### src/rtl/irq_vec_pkg.sv
package irq_vec_pkg;

    typedef enum logic [1:0] {
        K_NONE = 2'b00,
        K_MASK = 2'b01,
        K_NMI  = 2'b10
    } kind_e;

    typedef enum logic [1:0] {
        S_IDLE = 2'b00,
        S_WAIT = 2'b01,
        S_HOLD = 2'b10
    } state_e;

    localparam logic [1:0] MODE_EMU8  = 2'd0;
    localparam logic [1:0] MODE_EMU16 = 2'd1;

    localparam logic [15:0] VEC_MASK_EMU = 16'hFFFE;
    localparam logic [15:0] VEC_MASK_NAT = 16'hFFEE;
    localparam logic [15:0] VEC_NMI_E8   = 16'hFFFA;
    localparam logic [15:0] VEC_NMI_E16  = 16'hFFEA;
    localparam logic [15:0] VEC_NMI_NAT  = 16'hFFDA;

endpackage

### src/rtl/irq_sync.sv
module irq_sync #(
    parameter int STAGES = 2
) (
    input  logic clk,
    input  logic rst_n,
    input  logic d_i,
    output logic q_o
);
    logic [STAGES-1:0] sh_q;

    generate
        if (STAGES == 1) begin : g_one
            always_ff @(posedge clk or negedge rst_n) begin
                if (!rst_n) sh_q <= 1'b1;
                else        sh_q <= d_i;
            end
        end else begin : g_many
            always_ff @(posedge clk or negedge rst_n) begin
                if (!rst_n) sh_q <= '1;
                else        sh_q <= {sh_q[STAGES-2:0], d_i};
            end
        end
    endgenerate

    assign q_o = sh_q[STAGES-1];
endmodule

### src/rtl/irq_nmi_latch.sv
module irq_nmi_latch (
    input  logic clk,
    input  logic rst_n,
    input  logic line_s_i,
    input  logic clr_i,
    output logic pend_o
);
    logic prev_q;
    logic pend_q;
    logic fall;

    assign fall = prev_q & ~line_s_i;

    always_ff @(posedge clk or negedge rst_n) begin
        if (!rst_n) begin
            prev_q <= 1'b1;
            pend_q <= 1'b0;
        end else begin
            prev_q <= line_s_i;
            if (fall)       pend_q <= 1'b1;
            else if (clr_i) pend_q <= 1'b0;
        end
    end

    assign pend_o = pend_q;

    p_pend_sticky_r4: assert property (@(posedge clk) disable iff (!rst_n)
        (pend_q && !clr_i) |=> pend_q);

    p_pend_from_fall_r4: assert property (@(posedge clk) disable iff (!rst_n)
        $rose(pend_q) |-> $past(prev_q && !line_s_i));
endmodule

### src/rtl/irq_vec_sel.sv
module irq_vec_sel
    import irq_vec_pkg::*;
#(
    parameter int ADDR_W = 24
) (
    input  kind_e             kind_i,
    input  logic [1:0]        mode_i,
    output logic [ADDR_W-1:0] vec_o
);
    logic [15:0] lo16;
    logic        native;

    assign native = mode_i[1];

    always_comb begin
        lo16 = VEC_MASK_EMU;
        unique case (kind_i)
            K_NMI: begin
                if (native)                  lo16 = VEC_NMI_NAT;
                else if (mode_i == MODE_EMU16) lo16 = VEC_NMI_E16;
                else                         lo16 = VEC_NMI_E8;
            end
            default: lo16 = native ? VEC_MASK_NAT : VEC_MASK_EMU;
        endcase
    end

    assign vec_o = ADDR_W'(lo16);
endmodule

### src/rtl/irq_arb_fsm.sv
module irq_arb_fsm
    import irq_vec_pkg::*;
#(
    parameter int ADDR_W = 24
) (
    input  logic              clk,
    input  logic              rst_n,
    input  logic              boundary_i,
    input  logic              wai_enter_i,
    input  logic              ack_i,
    input  logic              nmi_pend_i,
    input  logic              irq_low_i,
    input  logic              mask_i,
    input  logic [ADDR_W-1:0] vec_i,
    output kind_e             pick_o,
    output logic              nmi_clr_o,
    output logic              take_o,
    output logic              wake_o,
    output kind_e             kind_o,
    output logic [ADDR_W-1:0] vec_o
);
    state_e st_q, st_d;
    logic   fire, wake_d, want_irq, any_req;
    kind_e  kind_q;
    logic   take_q, wake_q;
    logic [ADDR_W-1:0] vec_q;

    assign want_irq = irq_low_i & ~mask_i;
    assign any_req  = nmi_pend_i | want_irq;
    assign pick_o   = nmi_pend_i ? K_NMI : K_MASK;

    always_comb begin
        st_d   = st_q;
        fire   = 1'b0;
        wake_d = 1'b0;
        unique case (st_q)
            S_IDLE: begin
                if (boundary_i && any_req) begin
                    st_d = S_HOLD;
                    fire = 1'b1;
                end else if (wai_enter_i) begin
                    st_d = S_WAIT;
                end
            end
            S_WAIT: begin
                if (any_req) begin
                    st_d   = S_HOLD;
                    fire   = 1'b1;
                    wake_d = 1'b1;
                end else if (irq_low_i) begin
                    st_d   = S_IDLE;
                    wake_d = 1'b1;
                end
            end
            S_HOLD: begin
                if (ack_i) st_d = S_IDLE;
            end
            default: st_d = S_IDLE;
        endcase
    end

    assign nmi_clr_o = (st_q == S_HOLD) && ack_i && (kind_q == K_NMI);

    always_ff @(posedge clk or negedge rst_n) begin
        if (!rst_n) st_q <= S_IDLE;
        else        st_q <= st_d;
    end

    always_ff @(posedge clk or negedge rst_n) begin
        if (!rst_n) begin
            take_q <= 1'b0;
            wake_q <= 1'b0;
            kind_q <= K_NONE;
            vec_q  <= '0;
        end else begin
            take_q <= fire;
            wake_q <= wake_d;
            if (fire) begin
                kind_q <= pick_o;
                vec_q  <= vec_i;
            end else if (st_q == S_HOLD && ack_i) begin
                kind_q <= K_NONE;
            end
        end
    end

    assign take_o = take_q;
    assign wake_o = wake_q;
    assign kind_o = kind_q;
    assign vec_o  = vec_q;

    p_take_single_r6: assert property (@(posedge clk) disable iff (!rst_n)
        take_q |=> !take_q);

    p_hold_stable_r6: assert property (@(posedge clk) disable iff (!rst_n)
        (st_q == S_HOLD && !ack_i) |=> ($stable(kind_q) && $stable(vec_q)));

    p_take_qualified_r2: assert property (@(posedge clk) disable iff (!rst_n)
        $rose(take_q) |-> ($past(boundary_i) || $past(st_q == S_WAIT)));

    p_wake_from_wait_r8: assert property (@(posedge clk) disable iff (!rst_n)
        wake_q |-> $past(st_q == S_WAIT));

    p_kind_legal_r6: assert property (@(posedge clk) disable iff (!rst_n)
        $onehot0(kind_q));

    p_nmi_first_r5: assert property (@(posedge clk) disable iff (!rst_n)
        (fire && nmi_pend_i) |=> (kind_q == K_NMI));
endmodule

### src/rtl/irq_vector_unit.sv
module irq_vector_unit
    import irq_vec_pkg::*;
#(
    parameter int ADDR_W      = 24,
    parameter int SYNC_STAGES = 2
) (
    input  logic              clk,
    input  logic              rst_n,
    input  logic              irq_n_i,
    input  logic              nmi_n_i,
    input  logic              irq_mask_i,
    input  logic [1:0]        mode_i,
    input  logic              boundary_i,
    input  logic              wai_enter_i,
    input  logic              ack_i,
    output logic              take_o,
    output logic [1:0]        kind_o,
    output logic [ADDR_W-1:0] vec_o,
    output logic              wake_o
);
    logic irq_s, nmi_s, nmi_pend, nmi_clr;
    kind_e pick, kind;
    logic [ADDR_W-1:0] vec_pick;

    irq_sync #(.STAGES(SYNC_STAGES)) u_sync_irq (
        .clk(clk), .rst_n(rst_n), .d_i(irq_n_i), .q_o(irq_s));

    irq_sync #(.STAGES(SYNC_STAGES)) u_sync_nmi (
        .clk(clk), .rst_n(rst_n), .d_i(nmi_n_i), .q_o(nmi_s));

    irq_nmi_latch u_nmi (
        .clk(clk), .rst_n(rst_n), .line_s_i(nmi_s),
        .clr_i(nmi_clr), .pend_o(nmi_pend));

    irq_vec_sel #(.ADDR_W(ADDR_W)) u_vec (
        .kind_i(pick), .mode_i(mode_i), .vec_o(vec_pick));

    irq_arb_fsm #(.ADDR_W(ADDR_W)) u_fsm (
        .clk(clk), .rst_n(rst_n),
        .boundary_i(boundary_i), .wai_enter_i(wai_enter_i), .ack_i(ack_i),
        .nmi_pend_i(nmi_pend), .irq_low_i(~irq_s), .mask_i(irq_mask_i),
        .vec_i(vec_pick), .pick_o(pick), .nmi_clr_o(nmi_clr),
        .take_o(take_o), .wake_o(wake_o), .kind_o(kind), .vec_o(vec_o));

    assign kind_o = kind;
endmodule

### config.mk
export PLATFORM = sky130hd
export DESIGN_NAME = irq_vector_unit
export DESIGN_NICKNAME = d
export VERILOG_FILES = /design/src/rtl/irq_vec_pkg.sv /design/src/rtl/irq_sync.sv /design/src/rtl/irq_nmi_latch.sv /design/src/rtl/irq_vec_sel.sv /design/src/rtl/irq_arb_fsm.sv /design/src/rtl/irq_vector_unit.sv
export SDC_FILE = /design/constraint.sdc
export NUM_CORES = 1
export LEC_CHECK = 0
export ABC_AREA = 1
export BUFFER_PORTS_ARGS = -buffer_cell sky130_fd_sc_hd__buf_2
export CAP_MARGIN = 20
export CORE_MARGIN = 8
export CORE_UTILIZATION = 50
export DETAILED_ROUTE_END_ITERATION = 8
export GPL_TIMING_DRIVEN = 0
export PLACE_DENSITY_LB_ADDON = 0.2
export SYNTH_ARGS = -nofsm -noshare
export SYNTH_HDL_FRONTEND = slang
export SYNTH_HIERARCHICAL = 1
export SYNTH_SLANG_ARGS = --single-unit
### constraint.sdc
create_clock -name clk -period 1.4 [get_ports clk]
set_input_delay 0.14 -clock clk [delete_from_list [all_inputs] [get_ports clk]]
set_output_delay 0.14 -clock clk [all_outputs]
set_load 0.01 [all_outputs]
## After elaboration in Yosys (flattened, before gate mapping)

Cells that the tools add are included.

| cells by class | value |
|---|---|
| $add $sub $neg | 0 |
| $mul | 0 |
| div/mod/pow operators | 0 |
| magnitude comparators | 0 |
| eq/ne operators | 8 |
| shifts and indexed selects | 0 |
| mux-type cells | 21 |
| bitwise logic cells | 6 |
| reduce and logical (&&, ||, !) cells | 7 |

Operators with widths:

| kind | number |
|---|---|
| 16-bit two-way mux | 2 |
| 2-bit two-way mux | 8 |
| 5-bit two-way mux | 2 |
| 1-bit two-way mux | 7 |
| 2-bit equality test, second input constant | 3 |
| 3-bit by 2-bit != test with 1-bit output, second input constant | 2 |
| 2-bit case mux with 3 select lines | 1 |
| 2-bit by 1-bit equality test with 1-bit output, second input constant | 2 |
| 2-bit nonzero test | 2 |
| 1-bit logical AND | 3 |
| 1-bit inverter | 3 |
| 3-bit AND reduction | 1 |
| 1-bit AND | 2 |
| 2-bit logical NOT | 1 |
| 2-bit != test, second input constant | 1 |
| 1-bit case mux with 2 select lines | 1 |
| 1-bit bitwise OR | 1 |

| word-level totals | value |
|---|---|
| register bits | 28 |
| latch bits | 0 |
| memory bits (writable) | 0 |
| bits in read-only memories | 0 |
| input bits | 10 |
| output and inout port bits | 28 |
| logic and storage cells | 51 |
| memories | 0 |

## Depth between registers and ports, before layout

Gate-level depths: netlist (run 1).

| logic depth | value |
|---|---|
| depth after elaboration | 7 |
| depth in mapped cells | 8 |
| gate-level depth less buffers | 8 |

## Modules after synthesis

Netlist (run 1), hierarchy kept.

By module, submodules not included:

| module | times used | cells an instance | area an instance (µm²) | seq. area each (µm²) |
|---|---|---|---|---|
| irq_arb_fsm | 1 | 147 | 1239.9 | 750.7 |
| irq_vec_sel | 1 | 33 | 205.2 | 0.0 |
| irq_sync | 2 | 2 | 52.6 | 52.6 |
| irq_nmi_latch | 1 | 7 | 70.1 | 51.3 |
| irq_vector_unit | 1 | 1 | 3.8 | 0.0 |

## Worst setup path before layout (run 1)

OpenSTA, ideal clock, no wires.

| timing path | value |
|---|---|
| kind | reg2reg |
| start point | register u_sync_irq.sh_q[1] |
| end point | register u_fsm.vec_q[2] (netlist: u_fsm/vec_o[2]) |
| library setup time | 116 ps |
| arrival | 1045 ps |
| data required time | 1284 ps |
| slack | 239 ps |
| cell stages (with the launch flop) | 9 |
| buffers on the path | 1 |
| clock period less this slack | 1161 ps |
| cells stage by stage | dfstp_2 -> inv_1 -> inv_1 -> o21ai_2 -> nand2_4 -> inv_4 -> buf_6 -> nand2_1 -> nand2_1 |

| between the ends | value |
|---|---|
| word-level cells in the longest chain between the ends | 6 |
| elaborated cells between the ends (all ways) | 7 |
| those cells by class | 3 x mux; 3 x bitwise; 1 x reduce/logical |

RTL lines:

| what | RTL line | RTL |
|---|---|---|
| start, declared | irq_sync.sv:9 | `logic [STAGES-1:0] sh_q;` |
| start signal, assigned | irq_sync.sv:20 | `else sh_q <= {sh_q[STAGES-2:0], d_i};` |
| 1-bit inverter * | irq_vector_unit.sv:41 | `.nmi_pend_i(nmi_pend), .irq_low_i(~irq_s), .mask_i(irq_mask_i),` |
| 1-bit AND * | irq_arb_fsm.sv:28 | `assign want_irq = irq_low_i & ~mask_i;` |
| 1-bit bitwise OR * | irq_arb_fsm.sv:29 | `assign any_req = nmi_pend_i \| want_irq;` |
| 1-bit logical AND | irq_arb_fsm.sv:38 | `if (boundary_i && any_req) begin` |
| 1-bit two-way mux | irq_arb_fsm.sv:38 |  |
| 1-bit case mux with 2 select lines * | irq_arb_fsm.sv:36 | `unique case (st_q)` |
| net u_fsm.fire | irq_arb_fsm.sv:23 | `logic fire, wake_d, want_irq, any_req;` |
| end signal, assigned | irq_arb_fsm.sv:80 | `vec_q <= vec_i;` |
| end, declared | irq_arb_fsm.sv:26 | `logic [ADDR_W-1:0] vec_q;` |

The timed path passes the listed nets; every way through them passes the cells marked *.
A chain may end at the register's enable or synchronous reset.

## Final worst setup path (run 1)

Ends and elaborated chain as after synthesis.

==> key figures, run 1 <==
Clock network
  – TritonCTS clock tree: built
  – Buffer cell driving the clock tree root: sky130_fd_sc_hd__clkbuf_4
  – Clock Latency Late Sink: between 300 and 400 ps
  – Clock Tree Buf Depth: 2
  – Clk sinks: 36
  – Setup bufs post-CTS: 0
  – H-tree level count: 2
  – Inserted Clock Buffers: 5
  – Clock-pin slew reported for the worst setup and hold paths after clock tree synthesis: 110 ps

Timing
  – Final critical path time including I/O delays and setup: 1280 ps
  – Slew Viols, Final: 0
  – Final number of hold-violating endpoints: 0
  – Hold_ws: 61.2 ps
  – Worst Tran Pin Value: 777 ps
  – Period utilisation layout: 0.913
  – Headroom to the max-slew limit: 0.482
  – Final clock skew: ~5.3 ps
  – Post-route setup slack: 121 ps
  – Setup repair after global routing missed its margin: no
  – Number of failing setup endpoints in the final timing report: 0
  – Total Neg Setup Slack: 0 ps
  – Max Freq: 782 MHz

Global route
  – Vias in the first global route: 1212
  – Global-route wire length before repair: 5.24 mm
  – Largest net degree at the start of global routing: 37
  – All-Layer GR Usage: 0.127
  – Number of antenna violations at the first check in global routing: 0
  – Congestion Overflow GR: 0

Hold path
  – Hold-critical path endpoint: u_fsm/vec_o[5]
  – Hold depth: 4
  – Tightest Hold Check Type: primary input to flop
  – Worst min-delay path startpoint: mode_i[1]

Critical path
  – Crit Path Class: flop to flop
  – Worst reg2reg endpoint: u_fsm/vec_o[2]
  – Number of cells on the worst reg-to-reg path: 8
  – Slack of the worst reg-to-reg path: between 100 and 150 ps
  – Reg-to-reg startpoint: u_sync_irq/sh_q[1]
  – Data arrival time of the worst path: ~1500 ps
  – CP Capture Type: flop
  – Data required time of the critical path: 1630 ps
  – CP Max Fanout: 10
  – Element type at the critical path start: flop

Synth
  – Primary flip-flop cell chosen by synthesis mapping: sky130_fd_sc_hd__dfrtp_1
  – Synth top area cells: sky130_fd_sc_hd__dfrtp_1 48%, sky130_fd_sc_hd__nand2_1 22%, sky130_fd_sc_hd__buf_4 10%, sky130_fd_sc_hd__dfstp_2 8.1%, sky130_fd_sc_hd__inv_1 3.0%
  – Post-synthesis instance area: 1620 sq um
  – Flop and latch count out of synthesis: 36
  – Share of Yosys cell area claimed by the top area cell type: 0.478
  – EDFF count, synth: 0
  – List of most frequent post-synthesis cells: 95 x sky130_fd_sc_hd__nand2_1, 31 x sky130_fd_sc_hd__dfrtp_1, 22 x sky130_fd_sc_hd__buf_4
  – Most area-hungry cell type in the Yosys netlist: sky130_fd_sc_hd__dfrtp_1
  – Number of warnings reported in the yosys synthesis log: 6
  – Mean instance size in the synthesized netlist: 8.46 sq um
  – Seq/Total Area, Yosys: 0.559
  – Fraction of synthesis flops using an asynchronous set or reset pin: 1.00
  – Library cells used by synthesis: 15
  – Gate count of the mapped netlist: 192
  – Count leader, synth: sky130_fd_sc_hd__nand2_1

Run status
  – Run status: completed

Detailed routing
  – Residual DRC: 0
  – Vias after detailed routing: 1249
  – Vias per cell: between 4 and 5
  – DRC violation total after the first TritonRoute iteration: 92
  – Routed length per placed instance: 10.0 microns
  – Wire length reported by the detailed router: 3.04 mm
  – Number of antenna-violating nets in the routed design: 0
  – Number of detailed-route iterations in the first pass: 4

Final layout
  – Inserted Diodes: 0
  – Ratio of cells with drive above 1 in the final layout: 0.313
  – Final non-filler cell area: 2030 sq um
  – Reg area: 907 sq um
  – NumNets Final: 268
  – Number of fillers in the final layout: 275
  – Multi-input combinational cell area: 536 sq um
  – Area growth, synth to finish: 25.1%

Floorplan
  – DIE HEIGHT: 73.0 microns
  – IO Count: 38
  – Overall die width: 73.0 microns
  – Number of standard-cell rows in the floorplan: 20
  – Area of the die: 5330 sq um
  – Std-Cell Core Area: slightly above 3000 sq um
  – Starting utilization of the core area: 0.528

Pwr
  – Fraction of power consumed by sequential logic: 0.426
  – Power Internal: 2.42 mW
  – Fraction of power consumed by combinational cells: 0.431
  – Pwr/cell area: 1960 nW/um^2
  – Pleak: 1.22 nW
  – Max IR drop VDD: 0.000941 V
  – Switching power of the nets: 1.57 mW
  – Clock Power Share: 0.143
  – Fraction of power spent switching nets: 0.394

Placement
  – Post-DP HPWL: roughly 2.2 mm
  – Cell area after placement: 1940 sq um
  – PortBufs: 37
  – Setup slack after placement: 97.2 ps
  – Routability cong.: 0.761

Job
  – Max capacitance violation total: 0
## registers in the layout (all words and copies together) (netlist names)
signal / cells
u_fsm/kind_o: 2
u_fsm/st_q: 2
u_fsm/take_o: 1
u_fsm/vec_o: 24
u_fsm/wake_o: 1
u_nmi/pend_o: 1
u_nmi/prev_q: 1
u_sync_irq/sh_q: 2
u_sync_nmi/sh_q: 2
## worst max path at each step
stage                       startpoint               to  cells past startpoint
floorplan           u_sync_irq/sh_q[1]   u_fsm/vec_o[2]                      8
global placement    u_sync_irq/sh_q[1]  u_fsm/vec_o[18]                      7
detailed placement  u_sync_irq/sh_q[1]   u_fsm/vec_o[0]                      7
CTS                 u_sync_irq/sh_q[1]   u_fsm/vec_o[0]                      7
global route        u_sync_irq/sh_q[1]  u_fsm/vec_o[17]                      7
finish              u_sync_irq/sh_q[1]   u_fsm/vec_o[2]                      8
## through the flow
step	power, mW	utilization	instances
floorplan	2.81	-	211
global placement	3.41	0.629	292
detailed placement	3.45	0.629	292
CTS	4.05	0.659	303
global route	4.38	0.660	303
finish	3.99	0.660	303
## cell usage in the layout, fill, tap and decap left out
| master | n |
|---|---|
| sky130_fd_sc_hd__dfstp_2 | 5 |
| sky130_fd_sc_hd__dfrtp_1 | 31 |
| sky130_fd_sc_hd__nand2_1 | 95 |
| sky130_fd_sc_hd__buf_4 | 22 |
| sky130_fd_sc_hd__dlygate4sd3_1 | 3 |
| sky130_fd_sc_hd__buf_2 | 37 |
| sky130_fd_sc_hd__inv_4 | 1 |
| sky130_fd_sc_hd__nand3_1 | 6 |
| sky130_fd_sc_hd__conb_1 | 21 |
| sky130_fd_sc_hd__clkbuf_8 | 1 |
| sky130_fd_sc_hd__inv_1 | 13 |
| sky130_fd_sc_hd__nor3b_1 | 1 |
| sky130_fd_sc_hd__nor2_2 | 2 |
| sky130_fd_sc_hd__nand2_4 | 1 |
| sky130_fd_sc_hd__buf_6 | 2 |
| sky130_fd_sc_hd__o21ai_2 | 1 |
| sky130_fd_sc_hd__clkbuf_4 | 7 |
| sky130_fd_sc_hd__nor2_1 | 8 |
| sky130_fd_sc_hd__clkinv_2 | 2 |
## repair_timing
item                       in CTS  in global routing
setup endpoints to repair       0                  7
hold endpoints to repair       33                  0
hold buffers                    3                  0
resized for setup               0                  2
## layer usage
layer | track usage | vias to the layer above | routed length [microns]
li1 | - | 656 | -
met1 | 0.152 | 559 | 1340
met2 | 0.195 | 30 | 1420
met3 | 0.0508 | 4 | 243
met4 | 0.0533 | 0 | 28
met5 | 0 | - | 0
## layout make-up
cell class,instances,share of cell area
flip-flops and latches,36,0.446
inverters,14,0.0271
multi-input cells,135,0.264
repair buffers,40,0.106
well taps,44,0.0271
clock inverters,2,0.00493
plain buffers,26,0.0998
clock buffers,6,0.0252
## power groups by stage
stage	Clock, mW	Sequential, mW	Combinational [mW]
final	0.570	1.70	1.72
after global routing	0.636	1.76	1.98
after CTS	0.602	1.70	1.74
after detailed placement	0	1.72	1.73
after global placement	0	1.71	1.70
after floorplan	0	1.90	0.909
## kinds of logic (layout without fill, tap and decap cells)
group / count (synthesis) / count (layout) / synth area share
AOI/OAI and AO/OA: 1 / 1 / 0.00539
buffers and inverters: 40 / 88 / 0.156
DFF: 36 / 36 / 0.559
other: 2 / 21 / 0.00462
and+or+nand+nor: 113 / 113 / 0.276
## critical path, cell delays in order (launching register included)
cell,delay (ps)
sky130_fd_sc_hd__dfstp_2,530
sky130_fd_sc_hd__inv_1,40
sky130_fd_sc_hd__inv_1,70
sky130_fd_sc_hd__o21ai_2,80
sky130_fd_sc_hd__nand2_4,140
sky130_fd_sc_hd__inv_4,70
sky130_fd_sc_hd__buf_6,140
sky130_fd_sc_hd__nand2_1,60
sky130_fd_sc_hd__nand2_1,50
Power figures use the tool's default switching activity.
==> inputs of run 2 (changes only) <==
CORE_UTILIZATION = 52   (was 50)
CTS_BUF_LIST = sky130_fd_sc_hd__clkbuf_4   (was default)
REMOVE_ABC_BUFFERS = 1   (was default)
==> key figures, run 2 (synthesized netlist as in run 1, its figures left out) <==
Placement
  – Cell area after placement: 1720 sq um
  – Dpl cells: 255
  – Post-DP HPWL: approximately 1.9 mm
  – Routability cong.: about 0.78
  – Setup slack after placement: -30.6 ps
  – PortBufs: 37

Global route
  – Largest net degree at the start of global routing: 37
  – Congestion Overflow GR: 0
  – Vias in the first global route: 1039
  – Global-route wire length before repair: 4.74 mm
  – Number of antenna violations at the first check in global routing: 0
  – All-Layer GR Usage: 0.119

Detailed routing
  – Top routing layer in use: met4
  – Routed wl met3: 137 microns
  – Number of antenna-violating nets in the routed design: 0
  – Residual DRC: 0
  – WL met1: 1.44 mm
  – Wire length reported by the detailed router: 2.98 mm
  – Wire length on met2: between 1 and 1.5 mm
  – Routed length per placed instance: ~11 microns
  – DRC violation total after the first TritonRoute iteration: 76
  – Vias after detailed routing: 1168
  – Number of detailed-route iterations in the first pass: 4
  – Vias per cell: 4.33

Critical path
  – Worst-path cell chain: inv_1 > inv_1 > o21ai_2 > nand2_4 > buf_4 > nand2_1 > nand2_1
  – Number of cells on the worst reg-to-reg path: 7
  – Highest cell delay on the worst timing path: 380 ps
  – CP Capture Type: flop
  – Slowest stage cell, crit path: sky130_fd_sc_hd__dfstp_2
  – Critical path's top delay family: flip-flops
  – Data arrival time of the worst path: about 1600 ps
  – Crit Path Class: flop to flop
  – Data required time of the critical path: 1630 ps
  – Number of buffer and inverter stages on the critical path: 3
  – Worst reg2reg endpoint: u_fsm/vec_o[22]
  – Slack of the worst reg-to-reg path: 80 ps
  – Element type at the critical path start: flop
  – Reg-to-reg startpoint: u_sync_irq/sh_q[1]
  – CP Max Fanout: 12

Timing
  – Slew Viols, Final: 0
  – Worst Tran Pin Value: 775 ps
  – Final clock skew: 4.65 ps
  – Post-route setup slack: 81.1 ps
  – Hold_ws: 67.0 ps
  – Final number of hold-violating endpoints: 0
  – Max Freq: ~760 MHz
  – Headroom to the max-slew limit: 0.483
  – Final critical path time including I/O delays and setup: 1320 ps
  – Period utilisation layout: 0.942
  – Number of failing setup endpoints in the final timing report: 0

Clock network
  – TritonCTS clock tree: built
  – Clock Latency Late Sink: 330 ps
  – H-tree level count: 2
  – Buffer cell driving the clock tree root: sky130_fd_sc_hd__clkbuf_4
  – Clk sinks: 36
  – Inserted Clock Buffers: 5
  – Clock-pin slew reported for the worst setup and hold paths after clock tree synthesis: 100 ps
  – Clock Tree Buf Depth: 2

Run status
  – Run status: completed

Hold path
  – Hold depth: 4
  – Hold-critical path endpoint: u_fsm/vec_o[5]
  – Worst min-delay path startpoint: mode_i[1]
  – Tightest Hold Check Type: primary input to flop

Floorplan
  – Number of standard-cell rows in the floorplan: 20
  – Overall die width: 71.9 microns
  – Area of the die: 5170 sq um
  – Std-Cell Core Area: 3000 sq um
  – IO Count: 38
  – Starting utilization of the core area: 0.541
  – DIE HEIGHT: ~72 microns

Final layout
  – Final standard cell utilization of the core: 0.615
  – Most common cell after layout, fill and taps aside: sky130_fd_sc_hd__nand2_1
  – Ratio of cells with drive above 1 in the final layout: 0.249
  – Final non-filler cell area: 1850 sq um
  – Area growth, synth to finish: 13.6%
  – Most frequent cells in the layout: 95 x sky130_fd_sc_hd__nand2_1, 37 x sky130_fd_sc_hd__buf_2, 30 x sky130_fd_sc_hd__dfrtp_1
  – Number of flip-flops in the largest register: 24
  – Post-route non-filler standard cell count: 270
  – Inserted Diodes: 0
  – NumNets Final: roughly 250

Pwr
  – Pleak: ~1.1 nW
  – Max IR drop VDD: slightly below 0.0009 V
  – Pwr/cell area: 2120 nW/um^2

Job
  – Max capacitance violation total: 0
run 2: power by group:
part	switching, mW	internal (mW)
Clock	0.329	0.232
Sequential	0.234	1.47
Combinational	1.01	0.634
Total	1.58	2.34
run 2: worst reg2reg max path, delay by kind of cell, from the launching register on:
kind / cells / cell delay (ps)
compound gates: 1 / 240
buf+inv: 3 / 310
flops: 1 / 380
simple gates: 3 / 290
run 2: timing repair:
item,CTS,global route
cloned,1,0
gates resized for setup,0,3
hold buffers,3,0
pin swaps,1,1
setup buffers,0,3
setup endpoints to repair,15,15
endpoints found under the hold margin,33,0
run 2: area by class of cell:
cell class                      count  area (sq um)
Fill cell                         281          1160
Sequential cell                    36           908
Multi-Input combinational cell    136           542
Timing Repair Buffer               43           238
Inverter                           14          60.1
Clock buffer                        7          52.6
Tap cell                           33          41.3
Clock inverter                      1          3.75
run 2: stage by stage:
step	setup TNS (ps)	total power, mW
2_1_floorplan	0	2.67
3_3_place_gp	-340	3.27
3_5_place_dp	-292	3.29
4_1_cts	0	3.89
5_1_grt	-8.40	4.25
6_report	0	3.91
run 2: worst max-delay path by stage:
stage	startpoint	to	slack [ps]	cells after the start
global route	u_nmi/pend_o	u_fsm/vec_o[1]	-8	6
global placement	u_nmi/pend_o	u_fsm/vec_o[5]	-30	6
finish	u_sync_irq/sh_q[1]	u_fsm/vec_o[22]	80	7
floorplan	u_sync_irq/sh_q[1]	u_fsm/vec_o[10]	180	7
CTS	u_fsm/st_q[1]	u_fsm/vec_o[3]	8	5
detailed placement	u_nmi/pend_o	u_fsm/vec_o[3]	-30	6
run 2: metal layers:
metal,vias up,global-route usage
li1,617,-
met1,514,0.150
met2,30,0.175
met3,7,0.0391
met4,0,0.0680
met5,-,0
